File: src/rtl/chan_word_rx.sv
module chan_word_rx #(
  parameter int DATA_W   = 12,
  parameter int ADDR_W   = 5,
  parameter int SPACER_W = 4
) (
  input  logic              clk,
  input  logic              rst_n,
  input  logic              seq_reset,
  input  logic              cs_n,
  input  logic              sclk,
  input  logic              sdi,
  input  logic              immed_pin,
  input  logic              extclk_pin,
  output logic              wr_en,
  output logic [ADDR_W-1:0] wr_addr,
  output logic [DATA_W-1:0] wr_data,
  output logic              mode_immed,
  output logic              mode_extclk,
  output logic              busy
);

  localparam int WORD_W   = DATA_W + SPACER_W + ADDR_W + 3;
  localparam int CNT_W    = $clog2(WORD_W + 1);
  localparam int ADDR_LSB = 3;
  localparam int SPC_LSB  = ADDR_LSB + ADDR_W;

  logic              sclk_q;
  logic [WORD_W-2:0] shreg;
  logic [CNT_W-1:0]  cnt;
  logic              c1_q, c0_q;

  wire              take = sclk & ~sclk_q & ~cs_n & ~seq_reset;
  wire [WORD_W-1:0] nxt  = {shreg, sdi};
  wire              last = (cnt == CNT_W'(WORD_W - 1));

  logic unused_bits;
  assign unused_bits = ^{nxt[SPC_LSB +: SPACER_W], nxt[0]};

  always_ff @(posedge clk or negedge rst_n) begin
    if (!rst_n) begin
      sclk_q  <= 1'b0;
      shreg   <= '0;
      cnt     <= '0;
      wr_en   <= 1'b0;
      wr_addr <= '0;
      wr_data <= '0;
      c1_q    <= 1'b0;
      c0_q    <= 1'b0;
      busy    <= 1'b0;
    end else begin
      sclk_q <= sclk;
      busy   <= ~cs_n & ~seq_reset;
      wr_en  <= 1'b0;
      if (cs_n || seq_reset) begin
        cnt <= '0;
      end else if (take) begin
        shreg <= nxt[WORD_W-2:0];
        if (last) begin
          cnt     <= '0;
          wr_en   <= 1'b1;
          wr_data <= nxt[WORD_W-1 -: DATA_W];
          wr_addr <= nxt[ADDR_LSB +: ADDR_W];
          c1_q    <= nxt[2];
          c0_q    <= nxt[1];
        end else begin
          cnt <= cnt + 1'b1;
        end
      end
    end
  end

  assign mode_immed  = c1_q | immed_pin;
  assign mode_extclk = c0_q | extclk_pin;


  wr_pulse_chk: assert property (@(posedge clk) disable iff (!rst_n)
    wr_en |=> !wr_en);


  seq_reset_quiet_chk: assert property (@(posedge clk) disable iff (!rst_n)
    seq_reset |=> (!wr_en && !busy && cnt == '0));


  partial_drop_chk: assert property (@(posedge clk) disable iff (!rst_n)
    cs_n |=> (cnt == '0 && !wr_en));


  busy_follow_chk: assert property (@(posedge clk) disable iff (!rst_n)
    (!cs_n && !seq_reset) |=> busy);


  mode_latch_chk: assert property (@(posedge clk) disable iff (!rst_n)
    !$stable({c1_q, c0_q}) |-> wr_en);


  idle_edge_chk: assert property (@(posedge clk) disable iff (!rst_n)
    cs_n |=> $stable(shreg));

endmodule

File: config.mk
export PLATFORM = sky130hd
export DESIGN_NAME = chan_word_rx
export DESIGN_NICKNAME = d
export VERILOG_FILES = /design/src/rtl/chan_word_rx.sv
export SDC_FILE = /design/constraint.sdc
export NUM_CORES = 1
export LEC_CHECK = 0
export ABC_AREA = 1
export BUFFER_PORTS_ARGS = -buffer_cell sky130_fd_sc_hd__buf_4
export CORE_UTILIZATION = 40
export CTS_CLUSTER_DIAMETER = 60
export DETAILED_ROUTE_END_ITERATION = 12
export GPL_ROUTABILITY_DRIVEN = 1
export HOLD_SLACK_MARGIN = 0.12
export PLACE_DENSITY = 0.67
export SETUP_SLACK_MARGIN = 0.02
export SKIP_CTS_REPAIR_TIMING = 1
export SLEW_MARGIN = 10
export SYNTH_ARGS = -nofsm -noshare
export SYNTH_HDL_FRONTEND = slang
export SYNTH_SLANG_ARGS = --single-unit
export TNS_END_PERCENT = 1
File: constraint.sdc
create_clock -name clk -period 4.05 [get_ports clk]
set_clock_uncertainty 0.1 [all_clocks]
set_input_delay 0.2025 -clock clk [delete_from_list [all_inputs] [get_ports clk]]
set_output_delay 0.2025 -clock clk [all_outputs]
set_load 0.02 [all_outputs]
Word level (Yosys, flattened, before mapping):

Index checks and enable logic that the tools add are counted.
W data, S select, Z words.

* memories: 0
* word-level logic and storage cells: 31
* bits in latches: 0
* ROM bits: 0
* input port bits: 8
* register bits: 50
* RAM bits: 0
* output and inout port bits: 21

* multiplexer cells: 6
* bitwise logic cells: 10
* div/mod/pow operators: 0
* equality and inequality tests: 1
* $add $sub $neg: 1
* shifts and indexed selects: 0
* multiply operators: 0
* reduce and logical (&&, ||, !) cells: 4
* order comparisons: 0

Operators with widths (count)
* $mux W5: 3
* $add A5 B1 Y5 const B: 1
* $eq A5 B5 Y1 const B: 1
* $and A1 B1 Y1: 4
* $not A1 Y1: 4
* $mux W1: 3
* $reduce_and A3 Y1: 1
* $or A1 B1 Y1: 2
* $reduce_and A2 Y1: 1
* $reduce_bool A2 Y1: 1
* $logic_or A1 B1 Y1: 1

Logic depth before layout (Yosys ltp):

Gate-level depths: netlist of the first run.

* depth after elaboration: 6
* mapped depth: 7
* mapped depth without buffers: 6

Worst setup path after synthesis of the first run:

No wires, ideal clock.

* path kind: flip-flop to flip-flop
* from: register cnt[0]
* to: register wr_addr[4]
* data required time: 3833 ps
* cell stages (with the launch flop): 8
* path slack: 2721 ps
* buffers on the path: 1
* setup time: 117 ps
* arrival: 1112 ps
* period minus slack after synthesis: 1329 ps
* cell sequence: dfrtp_1 ha_1 nand3_2 nor2_4 nand2_4 buf_6 nand2_1 nand2_1

* longest elaborated chain between the ends: 2

Ends and longest elaborated chain
* from (decl): line 29 `logic [CNT_W-1:0] cnt;`
* from (signal assigned): line 66 `cnt <= cnt + 1'b1;`
* $eq A5 B5 Y1: line 34 `wire last = (cnt == CNT_W'(WORD_W - 1));`
* $reduce_and A3 Y1 (no source line)
* to (signal assigned): line 62 `wr_addr <= nxt[ADDR_LSB +: ADDR_W];`
* to (decl): line 15 `output logic [ADDR_W-1:0] wr_addr,`

Every way passes these cells.
A chain may end at the register's enable or synchronous reset.

Final worst setup path of the first run:

* from: input port cs_n
* to: register wr_addr[0]

* longest elaborated chain between the ends: 4
* elaborated cells on any way between the ends: 6
* those cells by class: bitwise (4); reduce/logical (2)

Ends and longest elaborated chain
* from (decl): line 9 `input logic cs_n,`
* $not A1 Y1: line 32 `wire take = sclk & ~sclk_q & ~cs_n & ~seq_reset;`
* $and A1 B1 Y1 (2 in series): line 32
* $reduce_and A3 Y1 (no source line) (*)

Every way passes the cells marked *; elsewhere a longest branch is shown, timed or not.

==> flow_results.xml, run 1 <==
<?xml version="1.0" encoding="UTF-8"?>
<metrics>
  <group name="yosys">
    <metric name="synthXorXnorAreaFrac" unit="">0</metric>
    <metric name="ys_types" unit="">21</metric>
    <metric name="synth.yosys.warnings" unit="">0</metric>
    <metric name="synth_area" unit="um^2">2050</metric>
    <metric name="largest_family_of_logic_cells_by_synthesized_area" unit="">simple AND/OR/NAND/NOR gates</metric>
    <metric name="yosys.area_share.simple" unit="">0.314</metric>
    <metric name="synth-seq-cells" unit="">50</metric>
    <metric name="compound_gate_fraction_of_synth_area" unit="">0.0158</metric>
    <metric name="synth.net_count" unit="">236</metric>
    <metric name="syn_inst" unit="">227</metric>
    <metric name="synth_seq_area_share" unit="">0.609</metric>
    <metric name="synthAdderAreaFrac" unit="">0.00609</metric>
    <metric name="post_synth.cell_area_avg" unit="um^2">9.05</metric>
    <metric name="synth.mux.area_fraction" unit="">0</metric>
  </group>
  <group name="detailed_routing">
    <metric name="firstDrtPassIters" unit="">4</metric>
    <metric name="route.antenna.remaining_nets" unit="">0</metric>
    <metric name="detailedRoute.firstIterationViolations" unit="">105</metric>
    <metric name="routed-via-count" unit="">1480</metric>
    <metric name="routed_wire_length_per_instance" unit="um">10.9</metric>
    <metric name="post-route-drc-count" unit="">0</metric>
    <metric name="drt-total-wl" unit="um">3540</metric>
    <metric name="avgViaCountPerCell" unit="">4.57</metric>
  </group>
  <group name="layout">
    <metric name="fillerInstances" unit="">482</metric>
    <metric name="most_common_library_cell_in_the_layout_ignoring_fill_and_taps" unit="">sky130_fd_sc_hd__nand2_1</metric>
    <metric name="diodes" unit="">0</metric>
    <metric name="areaGrowthSynthToFinish" unit="%">17.1</metric>
    <metric name="nets" unit="">266</metric>
    <metric name="share_of_final_layout_standard_cells_stronger_than_drive_strength_1" unit="">0.175</metric>
    <metric name="layout.cell_area.non_filler" unit="um^2">2400</metric>
    <metric name="layout.cells.most_common_list" unit="">116 x sky130_fd_sc_hd__nand2_1, 50 x sky130_fd_sc_hd__dfrtp_1, 28 x sky130_fd_sc_hd__buf_4</metric>
  </group>
  <group name="worst_setup_path">
    <metric name="max_stage_delay" unit="ns">0.55</metric>
    <metric name="critical_setup_path_class" unit="">input pin to flip-flop</metric>
    <metric name="worstPathMaxFanout" unit="">46</metric>
    <metric name="cp_slowest_cell" unit="">sky130_fd_sc_hd__dlygate4sd3_1</metric>
    <metric name="critical_path.top_delay_family" unit="">simple AND/OR/NAND/NOR gates</metric>
    <metric name="timing.rr.start" unit="">cnt[0]$_DFFE_PN0P_</metric>
    <metric name="worst_path_buf_inv" unit="">3</metric>
    <metric name="regToRegSetupSlack" unit="ns">2.25</metric>
    <metric name="timing.critical_path.to_type" unit="">flip-flop</metric>
    <metric name="timing.critical_path.from_type" unit="">input pin</metric>
    <metric name="crit_path_frequent_cell" unit="">sky130_fd_sc_hd__nand2_1</metric>
    <metric name="critical_path_data_arrival_time" unit="ns">1.93</metric>
    <metric name="crit_required" unit="ns">4.15</metric>
    <metric name="ff2ff_path_depth" unit="">6</metric>
    <metric name="worstReg2RegEnd" unit="">wr_addr[0]$_DFFE_PN0P_</metric>
    <metric name="crit_path_cell_trace" unit="">dlygate4sd3_1 -&gt; buf_4 -&gt; inv_1 -&gt; nand2_2 -&gt; nor2_8 -&gt; nand2_4 -&gt; nand2_1 -&gt; nand2_1</metric>
  </group>
  <group name="clock_tree">
    <metric name="ctsHtreeMaxLevel" unit="">2</metric>
    <metric name="clkLatencyLatePin" unit="ns">0.30</metric>
    <metric name="numClockSinks" unit="">50</metric>
    <metric name="cts_made_buffers" unit="">5</metric>
    <metric name="clk_pin_slew_worst_paths" unit="ns">0.09</metric>
    <metric name="tritoncts" unit="">done</metric>
    <metric name="clk_root_buffer_cell" unit="">sky130_fd_sc_hd__clkbuf_8</metric>
    <metric name="clock_path_buffers" unit="">2</metric>
  </group>
  <group name="floorplan">
    <metric name="die_height" unit="um">73.6</metric>
    <metric name="floorplan.io_pins" unit="">29</metric>
    <metric name="full_die_area" unit="um^2">5420</metric>
    <metric name="die_w" unit="um">73.6</metric>
    <metric name="placement_rows" unit="">25</metric>
    <metric name="core_area" unit="um^2">4820</metric>
    <metric name="initial_util" unit="">0.426</metric>
  </group>
  <group name="placed_design">
    <metric name="place_worst_setup_slack" unit="ns">2.25</metric>
    <metric name="gp_congestion" unit="">0.735</metric>
    <metric name="hpwl" unit="um">2220</metric>
    <metric name="io_buffer_count" unit="">28</metric>
    <metric name="placed_area" unit="um^2">2270</metric>
  </group>
  <group name="timing">
    <metric name="slew_violations" unit="">0</metric>
    <metric name="rsz0062_at_grt" unit="">false</metric>
    <metric name="post-route-min-period" unit="ns">1.83</metric>
    <metric name="final.period_utilization" unit="">0.453</metric>
    <metric name="slew_headroom" unit="">0.476</metric>
    <metric name="tightest_slew" unit="ns">0.784</metric>
    <metric name="number_of_setup_violations_in_the_final_report" unit="">0</metric>
    <metric name="achievable-frequency" unit="GHz">0.546</metric>
    <metric name="final.setup.tns" unit="ns">0</metric>
    <metric name="timing.final.ws_setup" unit="ns">2.22</metric>
    <metric name="finalHoldViolCount" unit="">0</metric>
  </group>
  <group name="global_route">
    <metric name="grt_max_degree" unit="">51</metric>
    <metric name="antenna_found_initial" unit="">0</metric>
    <metric name="overflow" unit="">0</metric>
    <metric name="grt_pass1_wl" unit="um">6330</metric>
    <metric name="global_route.usage.total" unit="">0.155</metric>
    <metric name="via_count_of_the_first_global_routing_pass" unit="">1423</metric>
  </group>
  <group name="power_and_ir_drop">
    <metric name="irDropWorstVdd" unit="mV">0.248</metric>
    <metric name="cellLeakagePower" unit="nW">1.36</metric>
    <metric name="pwr_density_cell" unit="nW/um^2">371</metric>
    <metric name="fin_total_pwr" unit="W">0.000892</metric>
  </group>
  <group name="worst_hold_path">
    <metric name="hp-start" unit="">seq_reset</metric>
    <metric name="hold_path_stages" unit="">6</metric>
    <metric name="min_to" unit="">cnt[4]$_DFFE_PN0P_</metric>
    <metric name="worst_hold_path_type" unit="">input pin to flip-flop</metric>
  </group>
  <group name="run">
    <metric name="maxCapViolCount" unit="">0</metric>
  </group>
  <group name="status">
    <metric name="run_status" unit="">finished clean</metric>
  </group>
</metrics>
## final cells by class
class                   count  area (um^2)  share of cell area
repair buffers             33          260               0.108
clock inverters             2         15.0             0.00625
multi-input cells         158          691               0.287
inverters                   9         33.8              0.0141
clock buffers               5         68.8              0.0286
flip-flops and latches     50         1250               0.521
well taps                  67         83.8              0.0349
## tightest hold or removal path, stage by stage
cell	delay, ns
sky130_fd_sc_hd__buf_4	0.08
sky130_fd_sc_hd__inv_1	0.04
sky130_fd_sc_hd__nand2_2	0.11
sky130_fd_sc_hd__nor2_1	0.12
sky130_fd_sc_hd__nand2_1	0.07
sky130_fd_sc_hd__nand2_1	0.04
## kinds of logic (layout without fill, tap and decap cells)
kind of cell,count (synthesis),in the layout
and+or+nand+nor,151,151
DFF,50,50
buffers and inverters,19,49
AOI/OAI and AO/OA,6,6
adders and majority gates,1,1
## synth_stat cells
| cell | count | area (um^2) |
|---|---|---|
| sky130_fd_sc_hd__ha_1 | 1 | 12.5 |
| sky130_fd_sc_hd__nor2_4 | 1 | 11.3 |
| sky130_fd_sc_hd__o21ai_0 | 4 | 20.0 |
| sky130_fd_sc_hd__nor2_1 | 4 | 15.0 |
| sky130_fd_sc_hd__nand3_1 | 21 | 105 |
| sky130_fd_sc_hd__o21ai_1 | 1 | 5.00 |
| sky130_fd_sc_hd__nand2_1 | 116 | 435 |
| sky130_fd_sc_hd__inv_1 | 8 | 30.0 |
| sky130_fd_sc_hd__nand4_1 | 1 | 6.26 |
| sky130_fd_sc_hd__or2_2 | 2 | 12.5 |
| sky130_fd_sc_hd__dfrtp_1 | 50 | 1250 |
| sky130_fd_sc_hd__buf_4 | 1 | 7.51 |
| sky130_fd_sc_hd__nor2_8 | 1 | 20.0 |
| sky130_fd_sc_hd__buf_2 | 5 | 25.0 |
| sky130_fd_sc_hd__o21bai_1 | 1 | 7.51 |
| sky130_fd_sc_hd__nand2_2 | 2 | 12.5 |
| sky130_fd_sc_hd__nand3_2 | 1 | 10.0 |
| sky130_fd_sc_hd__inv_2 | 1 | 3.75 |
| sky130_fd_sc_hd__nand2_4 | 1 | 11.3 |
| sky130_fd_sc_hd__nor2_2 | 1 | 6.26 |
| sky130_fd_sc_hd__buf_6 | 4 | 45.0 |
## sequential cells by signal (all words and copies together), names as in the netlist
signal and flops:
sclk_q 1, wr_data 12, c0_q 1, shreg 23, wr_en 1, wr_addr 5
cnt 5, busy 1, c1_q 1
## routing by layer
layer  wire [um]  track usage  up-vias  share of wire
li1            -            -      761              -
met1        1600        0.195      684           0.45
met2        1680        0.256       29           0.48
met3         201       0.0453        6          0.057
met4          49       0.0513        0          0.014
met5           0            0        -              0
## power by group
group / leakage [nW] / internal (W) / switching (W)
sequential: 0.685 / 0.000529 / 0.0000232
clock: 0.0362 / 0.000118 / 0.000161
combinational: 0.643 / 0.0000246 / 0.0000366
total: 1.36 / 0.000672 / 0.000220
## worst max-delay path by stage
stage	start	to	slack (ns)	cells after the start
2_1_floorplan	cnt[0]$_DFFE_PN0P_	wr_addr[4]$_DFFE_PN0P_	2.72	7
3_3_place_gp	cnt[0]$_DFFE_PN0P_	wr_addr[1]$_DFFE_PN0P_	2.31	6
3_5_place_dp	cnt[0]$_DFFE_PN0P_	wr_addr[0]$_DFFE_PN0P_	2.25	6
4_1_cts	cnt[0]$_DFFE_PN0P_	wr_addr[0]$_DFFE_PN0P_	2.24	6
5_1_grt	cnt[0]$_DFFE_PN0P_	wr_addr[1]$_DFFE_PN0P_	2.04	6
6_report	cs_n	wr_addr[0]$_DFFE_PN0P_	2.22	8
## per-stage QoR
step            util  hold slack (ns)  cells
2_1_floorplan      -           -0.193    227
3_3_place_gp   0.471            0.164    312
3_5_place_dp   0.471            0.162    312
4_1_cts        0.489           -0.179    319
5_1_grt        0.499            0.321    324
6_report       0.499            0.286    324
Power figures use the tool's default switching activity.
==> run 2, diff against run 1 <==
Settings changed: PLACE_DENSITY 0.67 to 0.69.
Clock period 4.05 ns to 1.5 ns, I/O delays scaled along.
==> run 2 against run 1 <==
Compared with the run above: wire length is 0.85% higher; total power grew to 2.9 times the previous value; sequential share of layout area is 2.3 points lower; combinational power grew to 2.8 times the previous value.
==> flow_results.xml, run 2 (synthesis gave the netlist of run 1 again) <==
<?xml version="1.0" encoding="UTF-8"?>
<metrics>
  <group name="status">
    <metric name="run_status" unit="">finished clean</metric>
  </group>
  <group name="layout">
    <metric name="nets" unit="">271</metric>
    <metric name="diodes" unit="">0</metric>
    <metric name="largest_registers" unit="">shreg (23), wr_data (12)</metric>
    <metric name="areaGrowthSynthToFinish" unit="%">22.4</metric>
    <metric name="final_cell_count_no_fill" unit="">330</metric>
    <metric name="largest-register" unit="">shreg</metric>
    <metric name="most_common_library_cell_in_the_layout_ignoring_fill_and_taps" unit="">sky130_fd_sc_hd__nand2_1</metric>
    <metric name="post_route_utilization" unit="">0.522</metric>
    <metric name="fillerInstances" unit="">462</metric>
    <metric name="largest_reg_flops" unit="">23</metric>
    <metric name="share_of_final_layout_standard_cells_stronger_than_drive_strength_1" unit="">0.194</metric>
    <metric name="layout.cells.most_common_list" unit="">116 x sky130_fd_sc_hd__nand2_1, 50 x sky130_fd_sc_hd__dfrtp_1, 31 x sky130_fd_sc_hd__buf_4</metric>
  </group>
  <group name="power_and_ir_drop">
    <metric name="power_switching" unit="W">0.000595</metric>
    <metric name="cellLeakagePower" unit="nW">1.41</metric>
    <metric name="comb_power_share" unit="">0.066</metric>
    <metric name="irDropWorstVdd" unit="mV">0.877</metric>
    <metric name="power.share.clock" unit="">0.358</metric>
    <metric name="seq_power_share" unit="">0.576</metric>
    <metric name="internal_power_of_the_cells" unit="W">0.00200</metric>
    <metric name="sw_frac_of_total" unit="">0.229</metric>
    <metric name="pwr_density_cell" unit="nW/um^2">1030</metric>
  </group>
  <group name="worst_setup_path">
    <metric name="worst_path_buf_inv" unit="">0</metric>
    <metric name="cp_slowest_cell" unit="">sky130_fd_sc_hd__dfrtp_1</metric>
    <metric name="critical_path.top_delay_family" unit="">simple AND/OR/NAND/NOR gates</metric>
    <metric name="ff2ff_path_depth" unit="">6</metric>
    <metric name="worstPathMaxFanout" unit="">20</metric>
    <metric name="critical_path_data_arrival_time" unit="ns">1.46</metric>
    <metric name="crit_path_cell_trace" unit="">ha_4 -&gt; nand3_4 -&gt; nor2_4 -&gt; nand2_4 -&gt; nand2_1 -&gt; nand2_1</metric>
    <metric name="worstReg2RegEnd" unit="">wr_addr[3]$_DFFE_PN0P_</metric>
    <metric name="critical_setup_path_class" unit="">flip-flop to flip-flop</metric>
    <metric name="crit_path_frequent_cell" unit="">sky130_fd_sc_hd__nand2_1</metric>
    <metric name="max_stage_delay" unit="ns">0.43</metric>
    <metric name="regToRegSetupSlack" unit="ns">0.13</metric>
    <metric name="timing.rr.start" unit="">cnt[1]$_DFFE_PN0P_</metric>
    <metric name="timing.critical_path.to_type" unit="">flip-flop</metric>
    <metric name="timing.critical_path.from_type" unit="">flip-flop</metric>
    <metric name="crit_required" unit="ns">1.59</metric>
  </group>
  <group name="timing">
    <metric name="achievable-frequency" unit="GHz">0.731</metric>
    <metric name="rsz0062_at_grt" unit="">true</metric>
    <metric name="slew_headroom" unit="">0.596</metric>
    <metric name="tightest_slew" unit="ns">0.606</metric>
    <metric name="number_of_setup_violations_in_the_final_report" unit="">0</metric>
    <metric name="post-route-min-period" unit="ns">1.37</metric>
    <metric name="finalHoldViolCount" unit="">0</metric>
    <metric name="final.period_utilization" unit="">0.912</metric>
    <metric name="slew_violations" unit="">0</metric>
  </group>
  <group name="floorplan">
    <metric name="core_area" unit="um^2">4820</metric>
    <metric name="full_die_area" unit="um^2">5420</metric>
    <metric name="die_height" unit="um">73.6</metric>
    <metric name="floorplan.io_pins" unit="">29</metric>
    <metric name="placement_rows" unit="">25</metric>
    <metric name="initial_util" unit="">0.426</metric>
    <metric name="die_w" unit="um">73.6</metric>
  </group>
  <group name="placed_design">
    <metric name="post-place-cells" unit="">317</metric>
    <metric name="io_buffer_count" unit="">28</metric>
    <metric name="gp_congestion" unit="">0.747</metric>
    <metric name="hpwl" unit="um">2250</metric>
  </group>
  <group name="worst_hold_path">
    <metric name="min_to" unit="">cnt[4]$_DFFE_PN0P_</metric>
    <metric name="worst_hold_path_type" unit="">input pin to flip-flop</metric>
    <metric name="hp-start" unit="">seq_reset</metric>
    <metric name="hold_path_stages" unit="">6</metric>
  </group>
  <group name="detailed_routing">
    <metric name="detailedRoute.firstIterationViolations" unit="">115</metric>
    <metric name="routed_wire_length_per_instance" unit="um">10.8</metric>
    <metric name="firstDrtPassIters" unit="">4</metric>
    <metric name="post-route-drc-count" unit="">0</metric>
    <metric name="route.antenna.remaining_nets" unit="">0</metric>
    <metric name="drt-total-wl" unit="um">3570</metric>
    <metric name="avgViaCountPerCell" unit="">4.51</metric>
    <metric name="routed-via-count" unit="">1488</metric>
  </group>
  <group name="global_route">
    <metric name="overflow" unit="">0</metric>
    <metric name="grt_pass1_wl" unit="um">6200</metric>
    <metric name="antenna_found_initial" unit="">0</metric>
    <metric name="global_route.usage.total" unit="">0.153</metric>
    <metric name="grt_max_degree" unit="">51</metric>
    <metric name="via_count_of_the_first_global_routing_pass" unit="">1385</metric>
  </group>
  <group name="run">
    <metric name="maxCapViolCount" unit="">0</metric>
  </group>
  <group name="clock_tree">
    <metric name="cts_made_buffers" unit="">5</metric>
    <metric name="clk_pin_slew_worst_paths" unit="ns">0.09</metric>
    <metric name="numClockSinks" unit="">50</metric>
    <metric name="clk_root_buffer_cell" unit="">sky130_fd_sc_hd__clkbuf_8</metric>
    <metric name="ctsHtreeMaxLevel" unit="">2</metric>
    <metric name="clkLatencyLatePin" unit="ns">0.30</metric>
    <metric name="clock_path_buffers" unit="">2</metric>
    <metric name="tritoncts" unit="">done</metric>
  </group>
</metrics>
==> run 2: cell types whose count changed in the layout (fill, tap and decap cells not counted), sizes merged <==
cell	before	now
buf	28	33
bufinv	0	1
clkbuf	5	6
clkinvlp	2	1
==> run 2: worst max path at each step <==
stage,from,end,slack (ns),cells after the start
after CTS,cnt[1]$_DFFE_PN0P_,wr_addr[3]$_DFFE_PN0P_,0.08,6
after global routing,cnt[1]$_DFFE_PN0P_,wr_addr[1]$_DFFE_PN0P_,-0.0006,6
after detailed placement,cnt[1]$_DFFE_PN0P_,wr_addr[3]$_DFFE_PN0P_,0.1,6
final,cnt[1]$_DFFE_PN0P_,wr_addr[3]$_DFFE_PN0P_,0.13,6
after floorplan,cnt[0]$_DFFE_PN0P_,wr_addr[4]$_DFFE_PN0P_,0.17,7
after global placement,cnt[1]$_DFFE_PN0P_,cnt[0]$_DFFE_PN0P_,0.13,7
==> run 2: worst reg2reg max path: stages (launching register included) <==
cell,delay [ns]
sky130_fd_sc_hd__dfrtp_1,0.43
sky130_fd_sc_hd__ha_4,0.18
sky130_fd_sc_hd__nand3_4,0.08
sky130_fd_sc_hd__nor2_4,0.15
sky130_fd_sc_hd__nand2_4,0.16
sky130_fd_sc_hd__nand2_1,0.12
sky130_fd_sc_hd__nand2_1,0.05
==> run 2: area by class of cell <==
type,instances,area (um^2),share of cell area
Inverter,9,33.8,0.0134
Sequential cell,50,1250,0.498
Clock buffer,6,72.6,0.0289
Multi-Input combinational cell,158,711,0.283
Timing Repair Buffer,38,323,0.128
Clock inverter,2,37.5,0.0149
Tap cell,67,83.8,0.0334
==> run 2: metrics by stage <==
step,setup TNS (ns),hold WS [ns],total power [W],setup slack (ns),area [um^2]
after floorplan,0,-0.321,0.00160,0.171,2050
after global placement,0,0.0319,0.00167,0.128,2330
after detailed placement,0,0.0338,0.00168,0.0958,2330
after CTS,0,-0.309,0.00262,0.0816,2440
after global routing,-0.00115,0.225,0.00272,-0.000645,2510
final,0,0.186,0.00259,0.131,2510
==> run 2: metal layers <==
metal  vias up  share of wire  track usage
met5         -              0            0
met1       678           0.50        0.204
met4         0         0.0028       0.0385
met2        34           0.44        0.238
li1        773              -            -
met3         3          0.054       0.0535
==> run 2: power groups by stage <==
| stage | combinational [W] | clock, W | sequential [W] |
|---|---|---|---|
| after floorplan | 0.0000967 | 0 | 0.00150 |
| after global placement | 0.000160 | 0 | 0.00151 |
| after detailed placement | 0.000166 | 0 | 0.00152 |
| after CTS | 0.000166 | 0.000962 | 0.00149 |
| after global routing | 0.000201 | 0.00101 | 0.00151 |
| final | 0.000171 | 0.000929 | 0.00149 |
==> run 3, diff against run 2 <==
Settings changed: ABC_AREA 1 to default, PLACE_DENSITY 0.69 to 0.7, REMOVE_ABC_BUFFERS from default to 1, TNS_END_PERCENT 1 to 50.
==> run 3 against run 2 <==
Compared with the run above: the flow now finishes with violations (setup timing); critical path depth decreased by 1; final cell count fell by 29%; wire length is 9.7% lower; clock power about the same; sequential cell count stayed put; area after synthesis down 4.4%.
==> flow_results.xml, run 3 <==
<?xml version="1.0" encoding="UTF-8"?>
<metrics>
  <group name="yosys">
    <metric name="synthAdderAreaFrac" unit="">0.00637</metric>
    <metric name="synthXorXnorAreaFrac" unit="">0.00446</metric>
    <metric name="synth.mux.area_fraction" unit="">0.246</metric>
    <metric name="synth.cells.most_frequent" unit="">50 x sky130_fd_sc_hd__dfrtp_1, 42 x sky130_fd_sc_hd__mux2_2, 5 x sky130_fd_sc_hd__buf_6</metric>
    <metric name="synth.yosys.warnings" unit="">0</metric>
    <metric name="synth_area" unit="um^2">1960</metric>
    <metric name="synth_seq_area_share" unit="">0.637</metric>
    <metric name="largest_family_of_logic_cells_by_synthesized_area" unit="">multiplexers</metric>
    <metric name="post_synth.cell_area_avg" unit="um^2">16.0</metric>
    <metric name="number_of_flops_mapped_to_enable_cells_by_yosys" unit="">0</metric>
    <metric name="ys_dominant_reg_cell" unit="">sky130_fd_sc_hd__dfrtp_1</metric>
    <metric name="yosysMostFrequentCell" unit="">sky130_fd_sc_hd__dfrtp_1</metric>
    <metric name="netlist_top_cells_area" unit="">sky130_fd_sc_hd__dfrtp_1 64%, sky130_fd_sc_hd__mux2_2 24%, sky130_fd_sc_hd__buf_6 2.9%</metric>
    <metric name="synth.largest_area_cell" unit="">sky130_fd_sc_hd__dfrtp_1</metric>
    <metric name="syn_inst" unit="">123</metric>
    <metric name="async_reset_ff_frac" unit="">1.00</metric>
    <metric name="yosys_top_cell_area_share" unit="">0.637</metric>
    <metric name="ys_types" unit="">22</metric>
    <metric name="yosys.area_share.simple" unit="">0.0599</metric>
    <metric name="compound_gate_fraction_of_synth_area" unit="">0.0127</metric>
    <metric name="synth-seq-cells" unit="">50</metric>
  </group>
  <group name="worst_setup_path">
    <metric name="crit_required" unit="ns">1.58</metric>
    <metric name="timing.rr.start" unit="">cnt[0]$_DFFE_PN0P_</metric>
    <metric name="worst_setup_path_startpoint" unit="">cnt[0]$_DFFE_PN0P_</metric>
    <metric name="worstPathMaxFanout" unit="">20</metric>
    <metric name="timing.critical_path.to_type" unit="">flip-flop</metric>
    <metric name="critical_path_data_arrival_time" unit="ns">1.78</metric>
    <metric name="timing.critical_path.from_type" unit="">flip-flop</metric>
    <metric name="critical_setup_path_class" unit="">flip-flop to flip-flop</metric>
  </group>
  <group name="detailed_routing">
    <metric name="routed_wire_length_per_instance" unit="um">13.8</metric>
    <metric name="route.antenna.remaining_nets" unit="">0</metric>
    <metric name="post-route-drc-count" unit="">0</metric>
    <metric name="avgViaCountPerCell" unit="">4.88</metric>
    <metric name="firstDrtPassIters" unit="">4</metric>
    <metric name="routed-via-count" unit="">1137</metric>
    <metric name="detailedRoute.firstIterationViolations" unit="">22</metric>
    <metric name="drt-total-wl" unit="um">3220</metric>
  </group>
  <group name="floorplan">
    <metric name="initial_util" unit="">0.416</metric>
    <metric name="floorplan.io_pins" unit="">29</metric>
    <metric name="placement_rows" unit="">25</metric>
    <metric name="full_die_area" unit="um^2">5190</metric>
    <metric name="core_area" unit="um^2">4720</metric>
    <metric name="die_height" unit="um">72.1</metric>
    <metric name="die_w" unit="um">72.1</metric>
  </group>
  <group name="timing">
    <metric name="rsz0062_at_grt" unit="">true</metric>
    <metric name="timing.final.ws_setup" unit="ns">-0.198</metric>
    <metric name="number_of_setup_violations_in_the_final_report" unit="">21</metric>
    <metric name="tightest_slew" unit="ns">0.601</metric>
    <metric name="achievable-frequency" unit="GHz">0.589</metric>
    <metric name="slew_headroom" unit="">0.599</metric>
    <metric name="post-route-min-period" unit="ns">1.70</metric>
    <metric name="final.period_utilization" unit="">1.13</metric>
    <metric name="slew_violations" unit="">0</metric>
    <metric name="final.setup.tns" unit="ns">-3.58</metric>
    <metric name="finalHoldViolCount" unit="">0</metric>
  </group>
  <group name="placed_design">
    <metric name="gp_congestion" unit="">0.763</metric>
    <metric name="hpwl" unit="um">2230</metric>
    <metric name="placed_area" unit="um^2">2290</metric>
    <metric name="io_buffer_count" unit="">28</metric>
  </group>
  <group name="power_and_ir_drop">
    <metric name="fin_total_pwr" unit="W">0.00253</metric>
    <metric name="irDropWorstVdd" unit="mV">0.545</metric>
    <metric name="cellLeakagePower" unit="nW">1.24</metric>
    <metric name="pwr_density_cell" unit="nW/um^2">1020</metric>
  </group>
  <group name="worst_hold_path">
    <metric name="hp-start" unit="">sclk</metric>
    <metric name="worst_hold_path_type" unit="">input pin to flip-flop</metric>
  </group>
  <group name="clock_tree">
    <metric name="clock_path_buffers" unit="">2</metric>
    <metric name="tritoncts" unit="">done</metric>
    <metric name="clkLatencyLatePin" unit="ns">0.30</metric>
    <metric name="clk_root_buffer_cell" unit="">sky130_fd_sc_hd__clkbuf_8</metric>
    <metric name="ctsHtreeMaxLevel" unit="">2</metric>
    <metric name="cts_made_buffers" unit="">5</metric>
    <metric name="numClockSinks" unit="">50</metric>
    <metric name="clk_pin_slew_worst_paths" unit="ns">0.09</metric>
  </group>
  <group name="status">
    <metric name="failed_checks" unit="">setup timing</metric>
    <metric name="run_status" unit="">finished with violations</metric>
  </group>
  <group name="layout">
    <metric name="largest_reg_flops" unit="">23</metric>
    <metric name="largest_registers" unit="">shreg (23), wr_data (12)</metric>
    <metric name="areaGrowthSynthToFinish" unit="%">25.7</metric>
    <metric name="share_of_final_layout_standard_cells_stronger_than_drive_strength_1" unit="">0.590</metric>
    <metric name="diodes" unit="">0</metric>
    <metric name="most_common_library_cell_in_the_layout_ignoring_fill_and_taps" unit="">sky130_fd_sc_hd__dfrtp_1</metric>
    <metric name="largest-register" unit="">shreg</metric>
    <metric name="layout.cells.most_common_list" unit="">50 x sky130_fd_sc_hd__dfrtp_1, 42 x sky130_fd_sc_hd__mux2_2, 35 x sky130_fd_sc_hd__buf_4</metric>
    <metric name="layout.cell_area.non_filler" unit="um^2">2470</metric>
    <metric name="nets" unit="">174</metric>
  </group>
  <group name="run">
    <metric name="maxCapViolCount" unit="">0</metric>
  </group>
  <group name="global_route">
    <metric name="overflow" unit="">0</metric>
    <metric name="grt_pass1_wl" unit="um">5500</metric>
    <metric name="global_route.usage.total" unit="">0.138</metric>
    <metric name="grt_max_degree" unit="">51</metric>
    <metric name="antenna_found_initial" unit="">0</metric>
    <metric name="via_count_of_the_first_global_routing_pass" unit="">1243</metric>
  </group>
</metrics>
-- run 3: changes by cell type after synthesis, moves of 2 or more --
cell	previous run	this run
sky130_fd_sc_hd__nand2_1	116	2
sky130_fd_sc_hd__o21ai_0	4	2
sky130_fd_sc_hd__mux2_2	0	42
sky130_fd_sc_hd__nand3_1	21	1
sky130_fd_sc_hd__a21oi_1	0	3
sky130_fd_sc_hd__nand2_2	2	0
sky130_fd_sc_hd__buf_2	5	1
sky130_fd_sc_hd__or4b_1	0	2
sky130_fd_sc_hd__nor2_1	4	2
sky130_fd_sc_hd__inv_1	8	1
-- run 3: through the flow --
step           instances  setup slack [ns]  utilization  hold WS (ns)
2_1_floorplan        117            -0.376            -        -0.321
3_3_place_gp         221           -0.0992        0.485        0.0170
3_5_place_dp         221            -0.181        0.485        0.0319
4_1_cts              229            -0.206        0.509        -0.302
5_1_grt              233            -0.278        0.522         0.160
6_report             233            -0.198        0.522         0.160
-- run 3: cells by family after synthesis --
family / count (synthesis)
AND/OR/NAND/NOR: 16
multiplexers: 43
AO/OA/AOI/OAI: 5
XOR/XNOR: 1
flip-flops: 50
adder cells (fa/ha/maj): 1
buffers and inverters: 7
-- run 3: path summary, 6_finish.rpt --
check                                               to  slack [ns]  cells after the start
worst max-delay path            wr_addr[3]$_DFFE_PN0P_       -0.20                      5
worst min-delay path                   wr_en$_DFF_PN0_        0.16                      4
worst max register to register  wr_addr[3]$_DFFE_PN0P_       -0.20                      5
worst min register to register    shreg[9]$_DFFE_PN0P_        0.41                      1
max in group asynchronous             c1_q$_DFFE_PN0P_        0.67                      2
min in group asynchronous           cnt[2]$_DFFE_PN0P_        0.22                      2
-- run 3: power breakdown --
part           total [W]  internal [W]  switching, W
sequential       0.00144       0.00140     0.0000385
combinational   0.000154     0.0000848     0.0000697
clock           0.000932      0.000496      0.000436
total            0.00253       0.00198      0.000544
-- run 3: metal layers --
layer	vias to the layer above	global-route usage	part of all wire
li1	514	-	-
met1	594	0.152	0.41
met3	6	0.0458	0.039
met2	23	0.252	0.53
met4	0	0.0458	0.014
met5	-	0	0
-- run 3: final cells by class --
class	count	area (um^2)
sequential	50	1250
fill	418	2260
tap	67	83.8
clock inverter	3	45.0
inverter	1	3.75
clock buffer	5	68.8
timing repair buffer	41	344
multi-input combinational	66	671
-- run 3: worst max-delay path, stage by stage (launching register included) --
cell and delay (ns):
sky130_fd_sc_hd__dfrtp_1 0.37, sky130_fd_sc_hd__ha_2 0.18, sky130_fd_sc_hd__nand4b_1 0.19, sky130_fd_sc_hd__nor3_4 0.20, sky130_fd_sc_hd__buf_12 0.19, sky130_fd_sc_hd__mux2_2 0.35
